==> src/rtl/dma_dst_addr_gen.sv <==
module dma_dst_addr_gen #(
  parameter int AW  = 32,
  parameter int BLW = 6,
  parameter int BOW = 13,
  parameter int ROW = 16
) (
  input  logic           clk,
  input  logic           rst_n,
  input  logic           cfg_wr,
  input  logic [AW-1:0]  cfg_addr,
  input  logic           ch_en,
  input  logic           inc_mode,
  input  logic [1:0]     dw_log2,
  input  logic [BLW-1:0] burst_len_m1,
  input  logic [BOW-1:0] blk_off,
  input  logic           blk_dec,
  input  logic [ROW-1:0] rpt_off,
  input  logic           rpt_dec,
  input  logic           rpt_en,
  input  logic           ev_burst,
  input  logic           ev_block,
  input  logic           ev_repeat,
  input  logic           ll_done,
  input  logic           ll_upd,
  input  logic [AW-1:0]  ll_addr,
  output logic [AW-1:0]  dst_addr,
  output logic           setting_err,
  output logic           issue_ok
);

  logic [AW-1:0] addr;
  logic          err;
  logic [2:0]    mask;
  logic [AW-1:0] beats, burst_term, blk_mag, blk_term, rpt_mag, rpt_term, delta;
  logic          do_burst, do_rpt, reload, any_ev;

  assign mask       = 3'((4'd1 << dw_log2) - 4'd1);
  assign beats      = AW'(burst_len_m1) + AW'(1);
  assign do_burst   = ev_burst & inc_mode;
  assign do_rpt     = ev_repeat & rpt_en;
  assign burst_term = do_burst ? (beats << dw_log2) : '0;
  assign blk_mag    = AW'(blk_off);
  assign blk_term   = !ev_block ? '0 : (blk_dec ? -blk_mag : blk_mag);
  assign rpt_mag    = AW'(rpt_off);
  assign rpt_term   = !do_rpt ? '0 : (rpt_dec ? -rpt_mag : rpt_mag);
  assign delta      = burst_term + blk_term + rpt_term;
  assign any_ev     = do_burst | ev_block | do_rpt;
  assign reload     = ll_done & ll_upd & ~err;

  function automatic logic misal(input logic [AW-1:0] a, input logic [2:0] m);
    return (a[2:0] & m) != 3'd0;
  endfunction

  always_ff @(posedge clk or negedge rst_n) begin
    if (!rst_n) begin
      addr <= '0;
      err  <= 1'b0;
    end else begin
      if (cfg_wr)              addr <= cfg_addr;
      else if (reload)         addr <= ll_addr;
      else if (!err && any_ev) addr <= addr + delta;

      if (ch_en)                 err <= misal(cfg_wr ? cfg_addr : addr, mask);
      else if (reload && !cfg_wr) err <= misal(ll_addr, mask);
    end
  end

  assign dst_addr    = addr;
  assign setting_err = err;
  assign issue_ok    = ~err;


  assert_cfg_load_R2: assert property (@(posedge clk) disable iff (!rst_n)
    cfg_wr |=> dst_addr == $past(cfg_addr));


  assert_fixed_hold_R3: assert property (@(posedge clk) disable iff (!rst_n)
    (!inc_mode && ev_burst && !ev_block && !ev_repeat && !cfg_wr && !ll_done) |=> $stable(dst_addr));


  assert_no_repeat_1d_R7: assert property (@(posedge clk) disable iff (!rst_n)
    (!rpt_en && ev_repeat && !ev_burst && !ev_block && !cfg_wr && !ll_done) |=> $stable(dst_addr));


  assert_err_freeze_R12: assert property (@(posedge clk) disable iff (!rst_n)
    (setting_err && !cfg_wr) |=> $stable(dst_addr));


  assert_err_source_R11: assert property (@(posedge clk) disable iff (!rst_n)
    $rose(setting_err) |-> ($past(ch_en) || $past(ll_done && ll_upd)));


  assert_err_sticky_R13: assert property (@(posedge clk) disable iff (!rst_n)
    (setting_err && !ch_en) |=> setting_err);


  assert_ll_reload_R10: assert property (@(posedge clk) disable iff (!rst_n)
    (ll_done && ll_upd && !setting_err && !cfg_wr) |=> dst_addr == $past(ll_addr));

endmodule

==> config.mk <==
export PLATFORM = sky130hd
export DESIGN_NAME = dma_dst_addr_gen
export DESIGN_NICKNAME = d
export VERILOG_FILES = /design/src/rtl/dma_dst_addr_gen.sv
export SDC_FILE = /design/constraint.sdc
export NUM_CORES = 1
export LEC_CHECK = 0
export ABC_AREA = 1
export BUFFER_PORTS_ARGS = -buffer_cell sky130_fd_sc_hd__buf_2
export CAP_MARGIN = 5
export CORE_MARGIN = 2
export CORE_UTILIZATION = 45
export CTS_BUF_LIST = sky130_fd_sc_hd__clkbuf_2
export DETAILED_ROUTE_END_ITERATION = 10
export PLACE_DENSITY = 0.68
export SYNTH_ARGS = -nofsm -noshare
export SYNTH_HDL_FRONTEND = slang
export SYNTH_SLANG_ARGS = --single-unit
==> constraint.sdc <==
create_clock -name clk -period 3.5 [get_ports clk]
set_clock_uncertainty 0.1 [all_clocks]
set_input_delay 0.7 -clock clk [delete_from_list [all_inputs] [get_ports clk]]
set_output_delay 0.7 -clock clk [all_outputs]
set_load 0.02 [all_outputs]
==> results of run 1 <==
-- state kept, by name, summed over array words and instances, names as in the netlist --
register	cells
setting_err	1
dst_addr	32
-- power breakdown --
part	leakage [nW]	switching, mW	internal (mW)
Clock	0.0278	0.184	0.0432
Combinational	5.60	4.58	3.32
Sequential	0.388	0.200	0.545
Total	6.02	4.97	3.91
-- per-stage QoR --
stage,TNS [ps],hold WS [ps],setup WS (ps),util [%],std cells
final,-5290,167,-294,71.6,1663
after CTS,-3590,197,-214,66.9,1652
after detailed placement,-26490,404,-1100,61.2,1632
after global routing,-9410,233,-497,71.6,1662
after global placement,-25030,392,-1060,61.2,1632
after floorplan,-9560,304,-528,-,1163
-- cell families (layout without fill, tap and decap cells) --
family / Yosys count / count (layout) / share of synthesized area, %
other cells: 0 / 2 / 0
buf+inv: 304 / 614 / 17.0
xor+xnor: 7 / 7 / 0.885
compound gates: 163 / 163 / 13.5
flops: 33 / 33 / 11.9
fa+ha+maj: 98 / 98 / 22.1
simple gates: 558 / 558 / 34.6
-- layout by cell type, fill, tap and decap left out, drive strengths merged, types with 4 or more instances in the layout --
cell / n
clkinv: 4
nor3: 12
o2111ai: 5
clkbuf: 5
a22oi: 5
o21ai: 64
ha: 57
a21o: 6
buf: 325
inv: 280
nand3: 73
or2: 6
o22ai: 25
dfrtp: 33
o31ai: 7
nand2: 342
a21oi: 42
fa: 41
nor2: 100
xor2: 7
nand4: 15
-- what timing repair did --
| item | 4_1_cts | 5_1_grt |
|---|---|---|
| gates resized for setup | 204 | 170 |
| buffers inserted | 14 | 9 |
| pin swaps | 114 | 83 |
| setup endpoints to repair | 26 | 28 |
| endpoints found under the hold margin | 0 | 0 |
-- area by class of cell --
class / count / area [um^2] / area share [%]
Clock buffer: 5 / 25.0 / 0.231
Timing Repair Buffer: 325 / 2180 / 20.1
Multi-Input combinational cell: 826 / 6460 / 59.6
Sequential cell: 33 / 826 / 7.61
Tap cell: 188 / 235 / 2.17
Clock inverter: 3 / 12.5 / 0.115
Antenna cell: 2 / 5.00 / 0.0461
Inverter: 281 / 1100 / 10.2
-- layer usage --
layer	wire (um)	share of wire [%]	vias up
li1	-	-	4248
met1	11900	43	4097
met2	12700	46	370
met3	2210	8.0	79
met4	869	3.1	0
met5	0	0	-
-- path summary, 6_finish.rpt --
check	startpoint	endpoint	slack, ps
worst max-delay path	burst_len_m1[1]	dst_addr[26]	-290
worst min-delay path	rst_n	dst_addr[21]	170
worst max register to register	dst_addr[3]	dst_addr[26]	220
worst min register to register	dst_addr[3]	dst_addr[3]	450
max in group asynchronous	rst_n	dst_addr[9]	2530
min in group clk	ll_addr[5]	dst_addr[5]	390
==> metrics.md, run 1 <==
| Metric | Value |
|---|---|
| Status | finished, violations left |
| Failing checks | setup timing |
| Top post-synthesis cells by count | nand2_1, inv_1, nor2_1 |
| Prevailing post-synth register cell | dfrtp_1 |
| Syn_nets | roughly 1.4k |
| Met3 usage | roughly 6.7% |
| # IOs | between 100 and 150 |
| Minimum clock period | 3790 ps |
| GRT met2 Usage | 52.2% |
| Post-DP HPWL | 21200 um |
| Cell taking the most area after synthesis | nand2_1 |
| Synth top area share | 18.0% |
| Hold-fix buffers at CTS | 0 |
| Final Max Tran Viols | 0 |
| CTS tree | yes |
| Slowest stage delay, CP | 560 ps |
| RSZ-0062 raised after global routing | yes |
| Die X | between 100 and 150 um |
| Total Routing Usage GR | approximately 32% |
| Die Y | 128 um |
| Clock Latency Late Sink | 530 ps |
| Slowest-stage cell, CP | fa_1 |
| Peak VDD IR | 745 uV |
| CP max FO | 6 |
| I/O Buffers | between 100 and 150 |
| Share of cells above drive strength 1 | 44.9% |
| Fmax achieved | 264 MHz |
| Max cap viols | 0 |
| Worst EP required | about 3800 ps |
| EDFF count, synth | 0 |
| Die area | 0.0164 mm^2 |
| Worst Setup Slack, final | -294 ps |
| Placed instance area | 0.00928 mm^2 |
| Num CTS Buffers | 5 |
| Slew @ Worst Pin | 938 ps |
| H-tree depth | 2 |
| Final Cycle Share | 108% |
| GR Util met1 | 44.1% |
| Fin area | about 0.011 mm^2 |
| First-pass GRT wire length | 41400 um |
| Final hold vios | 0 |
| Core area | between 0.015 and 0.02 mm^2 |
| Synth unique cells | 45 |
| Starting Density | 45.7% |
| Critical path depth | 23 |
| Avg Synthesized Cell Area | 5.96 um^2 |
| Reg2Reg Depth | 18 |
| Final setup fails | 25 |
| Worst Path Buf+Inv | 3 |
| Largest net degree at the start of global routing | 34 |
| Critical path arrival | 4130 ps |
| DRT antenna net count | 0 |
| Routed WL | 27700 um |
| Placer Congestion | 0.994 |
| Most used cell, CP | nand2_1 |
| Initial drt markers | 759 |
| Vias in the first global route | between 8k and 9k |
| Setup CP Type | in -> reg |
| Vias post-DR | 8794 |
| Async SR Flop Fraction | 100% |
| Fillers | 1216 |
| Yosys reg bits | 33 |
| Crit-path cells | buf_4 -> ha_4 -> xor2_2 -> nand2_1 -> o21ai_2 -> a22oi_2 -> fa_1 -> fa_1 -> inv_1 -> ha_4 -> nand2_2 -> nand2_2 -> nand2_4 -> nand2_1 -> nand2_1 -> nand3b_1 -> buf_4 -> nand2_4 -> nand3_2 -> nand2_1 -> nand3_1 -> nand2_1 -> nand2_1 |
| Seq/Total Area, Yosys | 11.9% |
| Yosys warning count | 0 |
| LEAKAGE | roughly 6.0 nW |
| Rel. slew slack | between 30 and 40% |
| CP endpoint kind | flip-flop |
| Worst Hold Class | in -> async |
| Clock Tree Root | clkbuf_2 |
| Post-Synthesis Cells | between 1k and 1.5k |
| Clock sink count | 33 |
| Syn Std Cell Area | 0.00693 mm^2 |
| Vias/cell | 5.29 |
| Pwr Total | around 9 mW |
| Nets | ~1.7k |
| Residual DRC | 0 |
| DR WL/cell | 16.6 um |
| Power density cells | 818 mW/mm^2 |
| Antenna violations before repair | 1 |
| Most frequent cell after synthesis | nand2_1 |
| Number of detailed-route iterations in the first pass | 6 |
| GRT Max-Usage Layer | met2 |
| CP Launch Type | primary input |
| Row count | 45 |
| Bufs on Longest Clock Path | 2 |
| Clk slew on worst S/H paths | 230 ps |
| GR Overflow Total | 0 |
| Delay-heaviest family, CP | adder cells |
| Layout area overhead | 56.5% |
| Largest cells by area after synthesis | nand2_1, inv_1, dfrtp_1, fa_1, ha_1 |
Note: power is estimated with default switching activity, not from simulation.
==> run 2, diff against run 1 <==
- CORE_UTILIZATION: 45 -> 58
- PLACE_DENSITY: 0.68 -> 0.84
==> metrics.md, run 2 <==
| Metric | Value |
|---|---|
| Syn Std Cell Area | between 0.006 and 0.007 mm^2 |
| First Err | [ERROR GRT-0232] Routing congestion too high. Check the congestion heatmap in the GUI. |
| Failed at | global routing (5_1_grt) |
| Clock Tree Root | clkbuf_2 |
| Yosys reg bits | 33 |
| I/O Buffers | 147 |
| Cell taking the most area after synthesis | nand2_1 |
| Row count | 39 |
| Async SR Flop Fraction | 100% |
| Avg Synthesized Cell Area | between 5 and 6 um^2 |
| Hold-fix buffers at CTS | 0 |
| Synth top area share | 18.0% |
| Synth unique cells | 45 |
| GR Overflow Total | 4 |
| Die X | approximately 110 um |
| Prevailing post-synth register cell | dfrtp_1 |
| Total Routing Usage GR | 76.7% |
| Syn_nets | between 1k and 1.5k |
| EDFF count, synth | 0 |
| Worst End Pin Type | register data pin |
| Bufs on Longest Clock Path | 2 |
| Starting Density | 60.2% |
| Clock sink count | 33 |
| Seq/Total Area, Yosys | a little under an eighth |
| # IOs | 148 |
| Yosys warning count | 0 |
| Die Y | 113 um |
| Post-DP HPWL | 22300 um |
| Status | aborted with a tool error |
| Num CTS Buffers | 5 |
| Largest cells by area after synthesis | nand2_1, inv_1, dfrtp_1, fa_1, ha_1 |
| Placed instance area | 0.00924 mm^2 |
| Post-Synthesis Cells | around 1.2k |
| Most frequent cell after synthesis | nand2_1 |
| Largest net degree at the start of global routing | 43 |
| Worst_ep grt | dst_addr[26]$_DFFE_PN0P_/D |
| Placer Congestion | 1.00 |
| H-tree depth | 2 |
| Top post-synthesis cells by count | nand2_1, inv_1, nor2_1 |
[run 2: cell counts after synthesis]
Identical to the previous run, type by type.
[run 2: cells by family after synthesis]
logic type      after synthesis  synth area share [%]
fa+ha+maj                    98                  22.1
simple gates                558                  34.6
buf+inv                     304                  17.0
compound gates              163                  13.5
flops                        33                  11.9
xor+xnor                      7                 0.885
[run 2: metrics by stage]
step	utilization, %	instances	hold WS, ps	setup slack (ps)
floorplan	-	1163	304	-528
global placement	80.3	1587	393	-1030
detailed placement	80.3	1587	390	-1050
CTS	87.2	1604	259	-253
[run 2: metal layers]
metal | overflow | GRT usage [%]
met5 | 0 | 22.0
met4 | 1 | 76.0
met3 | 0 | 62.6
met2 | 3 | 94.4
met1 | 0 | 75.6
[run 2: timing repair]
action / CTS
pin swaps: 72
setup buffers: 9
resized for setup: 168
setup endpoints to repair: 29
==> run 3, diff against run 2 <==
- CORE_UTILIZATION: 58 -> 40
- CTS_BUF_LIST: sky130_fd_sc_hd__clkbuf_2 -> default
- PLACE_DENSITY: 0.84 -> default
- PLACE_DENSITY_LB_ADDON: default -> 0.15
==> metrics.md, run 3 (synthesized netlist as in run 1, its figures left out) <==
| Metric | Value |
|---|---|
| Placer Congestion | 0.966 |
| DRT antenna net count | 0 |
| Commonest non-fill, non-tap cell in the layout | nand2_1 |
| Clk slew on worst S/H paths | 70 ps |
| Layout area overhead | 56.4% |
| Clock Tree Root | clkbuf_16 |
| Vias post-DR | 8550 |
| Critical path arrival | 4080 ps |
| Final hold vios | 0 |
| Initial drt markers | about 460 |
| Number of diodes | 0 |
| Minimum clock period | 3990 ps |
| Reg2Reg Depth | 18 |
| Clock Latency Late Sink | 300 ps |
| Row count | 48 |
| CP Launch Type | primary input |
| Failing checks | setup timing |
| Worst r2r dst | dst_addr[31] |
| Slowest stage delay, CP | 490 ps |
| Number of flip-flops in the largest register | 32 |
| # IOs | 148 |
| Post-DP HPWL | 21700 um |
| Vias in the first global route | 8200 |
| Max cap viols | 0 |
| Bufs on Longest Clock Path | 2 |
| DR WL/cell | 15.7 um |
| Most frequent cells in the layout | nand2_1, inv_1, buf_4 |
| Status | finished, violations left |
| Antenna violations before repair | 1 |
| Final core utilization | between 60% and 70% |
| First-pass GRT wire length | 42300 um |
| Number of detailed-route iterations in the first pass | 5 |
| Delay-heaviest family, CP | adder cells |
| FF-to-FF setup slack | 200 ps |
| Setup CP Type | in -> reg |
| CP endpoint | dst_addr[14] |
| RSZ-0062 raised after global routing | yes |
| Core area | 0.0171 mm^2 |
| Worst EP required | 3590 ps |
| Total Routing Usage GR | 29.6% |
| Nets | 1697 |
| Residual DRC | 0 |
| Final setup fails | 29 |
| TNS Setup | -10110 ps |
| Final Max Tran Viols | 0 |
| Final Cycle Share | 114% |
| Critical path depth | 27 |
| Critical R2R Launch | dst_addr[1] |
| CTS tree | yes |
| LEAKAGE | 5.97 nW |
| Die area | ~0.018 mm^2 |
| Worst Setup Slack, final | -493 ps |
| Rel. slew slack | 34.6% |
| Slew @ Worst Pin | 981 ps |
| Largest net degree at the start of global routing | 34 |
| Hold-fix buffers at CTS | 0 |
| Power density cells | between 700 and 800 mW/mm^2 |
| H-tree depth | 2 |
| CP max FO | 4 |
| Slowest-stage cell, CP | fa_1 |
| Worst Hold Class | reg -> reg |
| I/O Buffers | ~150 |
| Num CTS Buffers | 5 |
| Die Y | 136 um |
| Fillers | 1625 |
| Most used cell, CP | nand2_2 |
| Clock sink count | 33 |
| Peak VDD IR | roughly 530 uV |
| Die X | 136 um |
| Fmax achieved | 250 MHz |
| CP endpoint kind | flip-flop |
| Worst Path Buf+Inv | 8 |
| Share of cells above drive strength 1 | 42.3% |
| GR Overflow Total | 0 |
| Starting Density | around two fifths |
| Routed WL | 26800 um |
| Vias/cell | 5.00 |
| Worst Setup SP | blk_off[0] |
run 3: final cells by class:
type                       count  area (um^2)  area share, %
clock buffer                   5          125           1.15
inverter                     281         1090           10.1
sequential                    33          826           7.62
timing repair buffer         338         2320           21.4
tap                          225          282           2.60
clock inverter                 3         17.5          0.162
multi-input combinational    826         6170           57.0
run 3: report_power, final:
| group | internal, mW | switching (mW) | total, mW |
|---|---|---|---|
| Sequential | 0.549 | 0.180 | 0.729 |
| Combinational | 3.09 | 4.14 | 7.24 |
| Clock | 0.262 | 0.210 | 0.472 |
| Total | 3.90 | 4.53 | 8.44 |
run 3: worst min-delay path by stage:
stage,start,endpoint,slack (ps),cells past startpoint
4_1_cts,dst_addr[15],dst_addr[15],420,2
6_report,dst_addr[15],dst_addr[15],420,2
5_1_grt,dst_addr[19],dst_addr[19],460,2
3_5_place_dp,dst_addr[15],dst_addr[15],410,2
3_3_place_gp,dst_addr[15],dst_addr[15],400,2
2_1_floorplan,rst_n,dst_addr[0],300,0
run 3: worst min-delay path: cells and delay by family (launching register included):
family	cells	cell delay [ps]
AND/OR/NAND/NOR	2	110
flip-flops	1	380
run 3: stage by stage:
| step | area, um^2 | power, mW | instances | setup slack, ps | hold slack, ps |
|---|---|---|---|---|---|
| 3_5_place_dp | 9470 | 6.42 | 1685 | -1070 | 409 |
| 4_1_cts | 10400 | 7.87 | 1704 | -474 | 424 |
| 6_report | 10800 | 8.44 | 1711 | -493 | 424 |
| 5_1_grt | 10800 | 9.16 | 1711 | -718 | 459 |
| 3_3_place_gp | 9470 | 6.38 | 1685 | -1060 | 405 |
| 2_1_floorplan | 7230 | 4.20 | 1163 | -528 | 304 |
run 3: timing repair:
action / CTS / global route
gates resized for setup: 187 / 109
buffers inserted: 11 / 9
setup endpoints to repair: 29 / 29
cloned: 0 / 0
pin swaps: 110 / 58
run 3: layer usage:
metal  up-vias  wire, um  track usage [%]
li1       4262         -                -
met1      4004     12500             42.3
met2       255     12300             48.5
met3        29      1690             3.78
met4         0       391             4.98
met5         -         0                0
==> run 4, diff against run 3 <==
- ABC_AREA: 1 -> 0
==> metrics.md, run 4 <==
| Metric | Value |
|---|---|
| Avg Synthesized Cell Area | about 7.5 um^2 |
| GRT Max-Usage Layer | met2 |
| RSZ-0062 raised after global routing | yes |
| Row count | 44 |
| Minimum clock period | 4740 ps |
| Prevailing post-synth register cell | dfrtp_1 |
| Critical path arrival | roughly 4900 ps |
| Fin area | 0.00960 mm^2 |
| Clock Latency Late Sink | 310 ps |
| Fillers | 1267 |
| Peak VDD IR | a little under 400 uV |
| Yosys reg bits | 33 |
| Final hold vios | 0 |
| Largest net degree at the start of global routing | 34 |
| Clk slew on worst S/H paths | ~70 ps |
| Residual DRC | 0 |
| Die area | approximately 0.016 mm^2 |
| Worst EP required | 3650 ps |
| Post-Synthesis Cells | 803 |
| Switching share of power | 46.0% |
| Syn_nets | 1015 |
| LEAKAGE | approximately 4.7 nW |
| Top post-synthesis cells by count | inv_1, nand2_1, ha_1 |
| Vias/cell | 5.25 |
| Routed WL | approximately 22000 um |
| Share of cells above drive strength 1 | approximately 45% |
| Async SR Flop Fraction | 100% |
| GR Overflow Total | 0 |
| First-pass GRT wire length | 34600 um |
| DRT antenna net count | 0 |
| Synth unique cells | 64 |
| Yosys warning count | 0 |
| Commonest non-fill, non-tap cell in the layout | buf_4 |
| # IOs | 148 |
| I/O Buffers | approximately 150 |
| GRT met2 Usage | 47.4% |
| Total Routing Usage GR | 27.2% |
| H-tree depth | 2 |
| Num CTS Buffers | 5 |
| Largest cells by area after synthesis | dfrtp_1, fa_1, ha_1, inv_1, xnor2_1 |
| Most frequent cells in the layout | buf_4, buf_2, inv_1 |
| Fmax achieved | 211 MHz |
| Part of the power in registers | approximately a tenth |
| Clock sink count | 33 |
| Worst Hold Class | in -> async |
| Most frequent cell after synthesis | inv_1 |
| CP Launch Type | primary input |
| CP max FO | 4 |
| Failing checks | setup timing |
| Nets | 1339 |
| GR Util met1 | 34.1% |
| Initial drt markers | 308 |
| Core area | ~0.015 mm^2 |
| Layout area overhead | 59.0% |
| Power density cells | ~590 mW/mm^2 |
| Bufs on Longest Clock Path | 2 |
| Vias post-DR | approximately 6.9k |
| Status | finished, violations left |
| Vias in the first global route | 6945 |
| Seq/Total Area, Yosys | a little over an eighth |
| Placer Congestion | 0.910 |
| Clock Tree Root | clkbuf_16 |
| Cell internal pwr | 3.06 mW |
| Syn Std Cell Area | around 0.006 mm^2 |
| Worst Setup Slack, final | -1240 ps |
| Met3 usage | 2.83% |
| EDFF count, synth | 0 |
| DR WL/cell | 16.8 um |
| Placed instance area | 0.00853 mm^2 |
| Starting Density | 41.2% |
| Cell taking the most area after synthesis | dfrtp_1 |
| Switching power | 2.60 mW |
| Pwr Total | around 5.7 mW |
| Slew @ Worst Pin | 890 ps |
| Max cap viols | 0 |
| Clock group share of total power | approximately 9.9% |
| Rel. slew slack | about 40% |
| Post-DP HPWL | 17400 um |
| Synth top area share | 13.7% |
| Die Y | 127 um |
| Final Cycle Share | 135% |
| CTS tree | yes |
| CP endpoint kind | flip-flop |
| Die X | 127 um |
| Antenna violations before repair | 0 |
| Number of flip-flops in the largest register | 32 |
| Number of detailed-route iterations in the first pass | 5 |
| Final Max Tran Viols | 0 |
| Final setup fails | 29 |
| Comb pwr share | 79.6% |
| Worst hold slack | 424 ps |
| Number of diodes | 0 |
| Setup CP Type | in -> reg |
## run 4: cell types whose count changed after synthesis, moves of 9 or more
cell      previous run  this run
nor2_1              94        48
clkbuf_1             6        33
o21ai_1             10         0
a31oi_1              1        11
inv_1              275       130
nand3_1             71        13
nand4_1             14         5
a21oi_1             42        52
buf_2               13         1
a21o_1               6        19
xnor2_1              0        39
nand2_1            333        85
o21bai_1             2        14
## run 4: logic make-up (layout without fill, tap and decap cells)
| group | count (synthesis) | in the layout | synth area share (%) |
|---|---|---|---|
| XOR/XNOR | 53 | 53 | 7.82 |
| buffers and inverters | 166 | 491 | 10.4 |
| AND/OR/NAND/NOR | 207 | 207 | 16.0 |
| multiplexers | 5 | 5 | 0.871 |
| AO/OA/AOI/OAI | 241 | 241 | 25.9 |
| flip-flops | 33 | 33 | 13.7 |
| adder cells (fa/ha/maj) | 98 | 98 | 25.4 |
## run 4: per-layer routing
metal	up-vias	wire length, um
li1	3399	-
met1	3216	9540
met2	207	10700
met3	60	840
met4	0	1010
met5	-	0
## run 4: cell type report
type | count | area [um^2] | area share (%)
inverters | 130 | 490 | 5.11
flip-flops and latches | 33 | 826 | 8.61
well taps | 184 | 230 | 2.40
repair buffers | 353 | 2440 | 25.4
clock buffers | 7 | 143 | 1.49
clock inverters | 1 | 30.0 | 0.313
multi-input cells | 604 | 5440 | 56.7
## run 4: worst max-delay path: stages
cell	delay, ps
buf_6	90
or3_4	400
or4_4	540
nor2_4	160
ha_4	220
mux2i_1	130
nor2b_1	80
ha_2	320
inv_2	30
fa_1	530
inv_2	50
ha_4	180
a21oi_4	130
o21a_1	150
nor2_1	40
a211o_1	260
o211ai_1	180
buf_4	180
nand2b_4	80
a311o_1	350
nand3_1	70
## run 4: power by group through the flow
stage               registers (mW)  logic [mW]  clock network (mW)
finish                       0.595        4.50               0.561
detailed placement           0.598        3.77                   0
CTS                          0.593        4.16               0.568
global placement             0.599        3.73                   0
global route                 0.609        4.92               0.583
floorplan                    0.717        2.19                   0
## run 4: final timing paths
kind                            depth (start not counted)    startpoint            to  slack, ps
worst min register to register                          2  dst_addr[22]  dst_addr[22]        430
max in group asynchronous                               1         rst_n  dst_addr[23]       2320
worst max register to register                         14   dst_addr[1]  dst_addr[31]       -270
worst max-delay path                                   21    blk_off[7]  dst_addr[30]      -1240
min in group clk                                        2  dst_addr[22]  dst_addr[22]        430
worst min-delay path                                    1         rst_n  dst_addr[27]        420
## run 4: per-stage QoR
step	worst slack [ps]	utilization (%)	std cells	TNS, ps
floorplan	-1250	-	803	-24140
global placement	-1670	58.3	1286	-37450
detailed placement	-1690	58.3	1286	-38230
CTS	-1210	63.2	1304	-25380
global route	-1380	65.5	1312	-31480
finish	-1240	65.5	1312	-27000
## run 4: timing repair
item,in CTS,in global routing
hold buffers,0,0
setup buffers,13,10
setup endpoints to repair,30,30
resized for setup,95,60
pin swaps,75,64
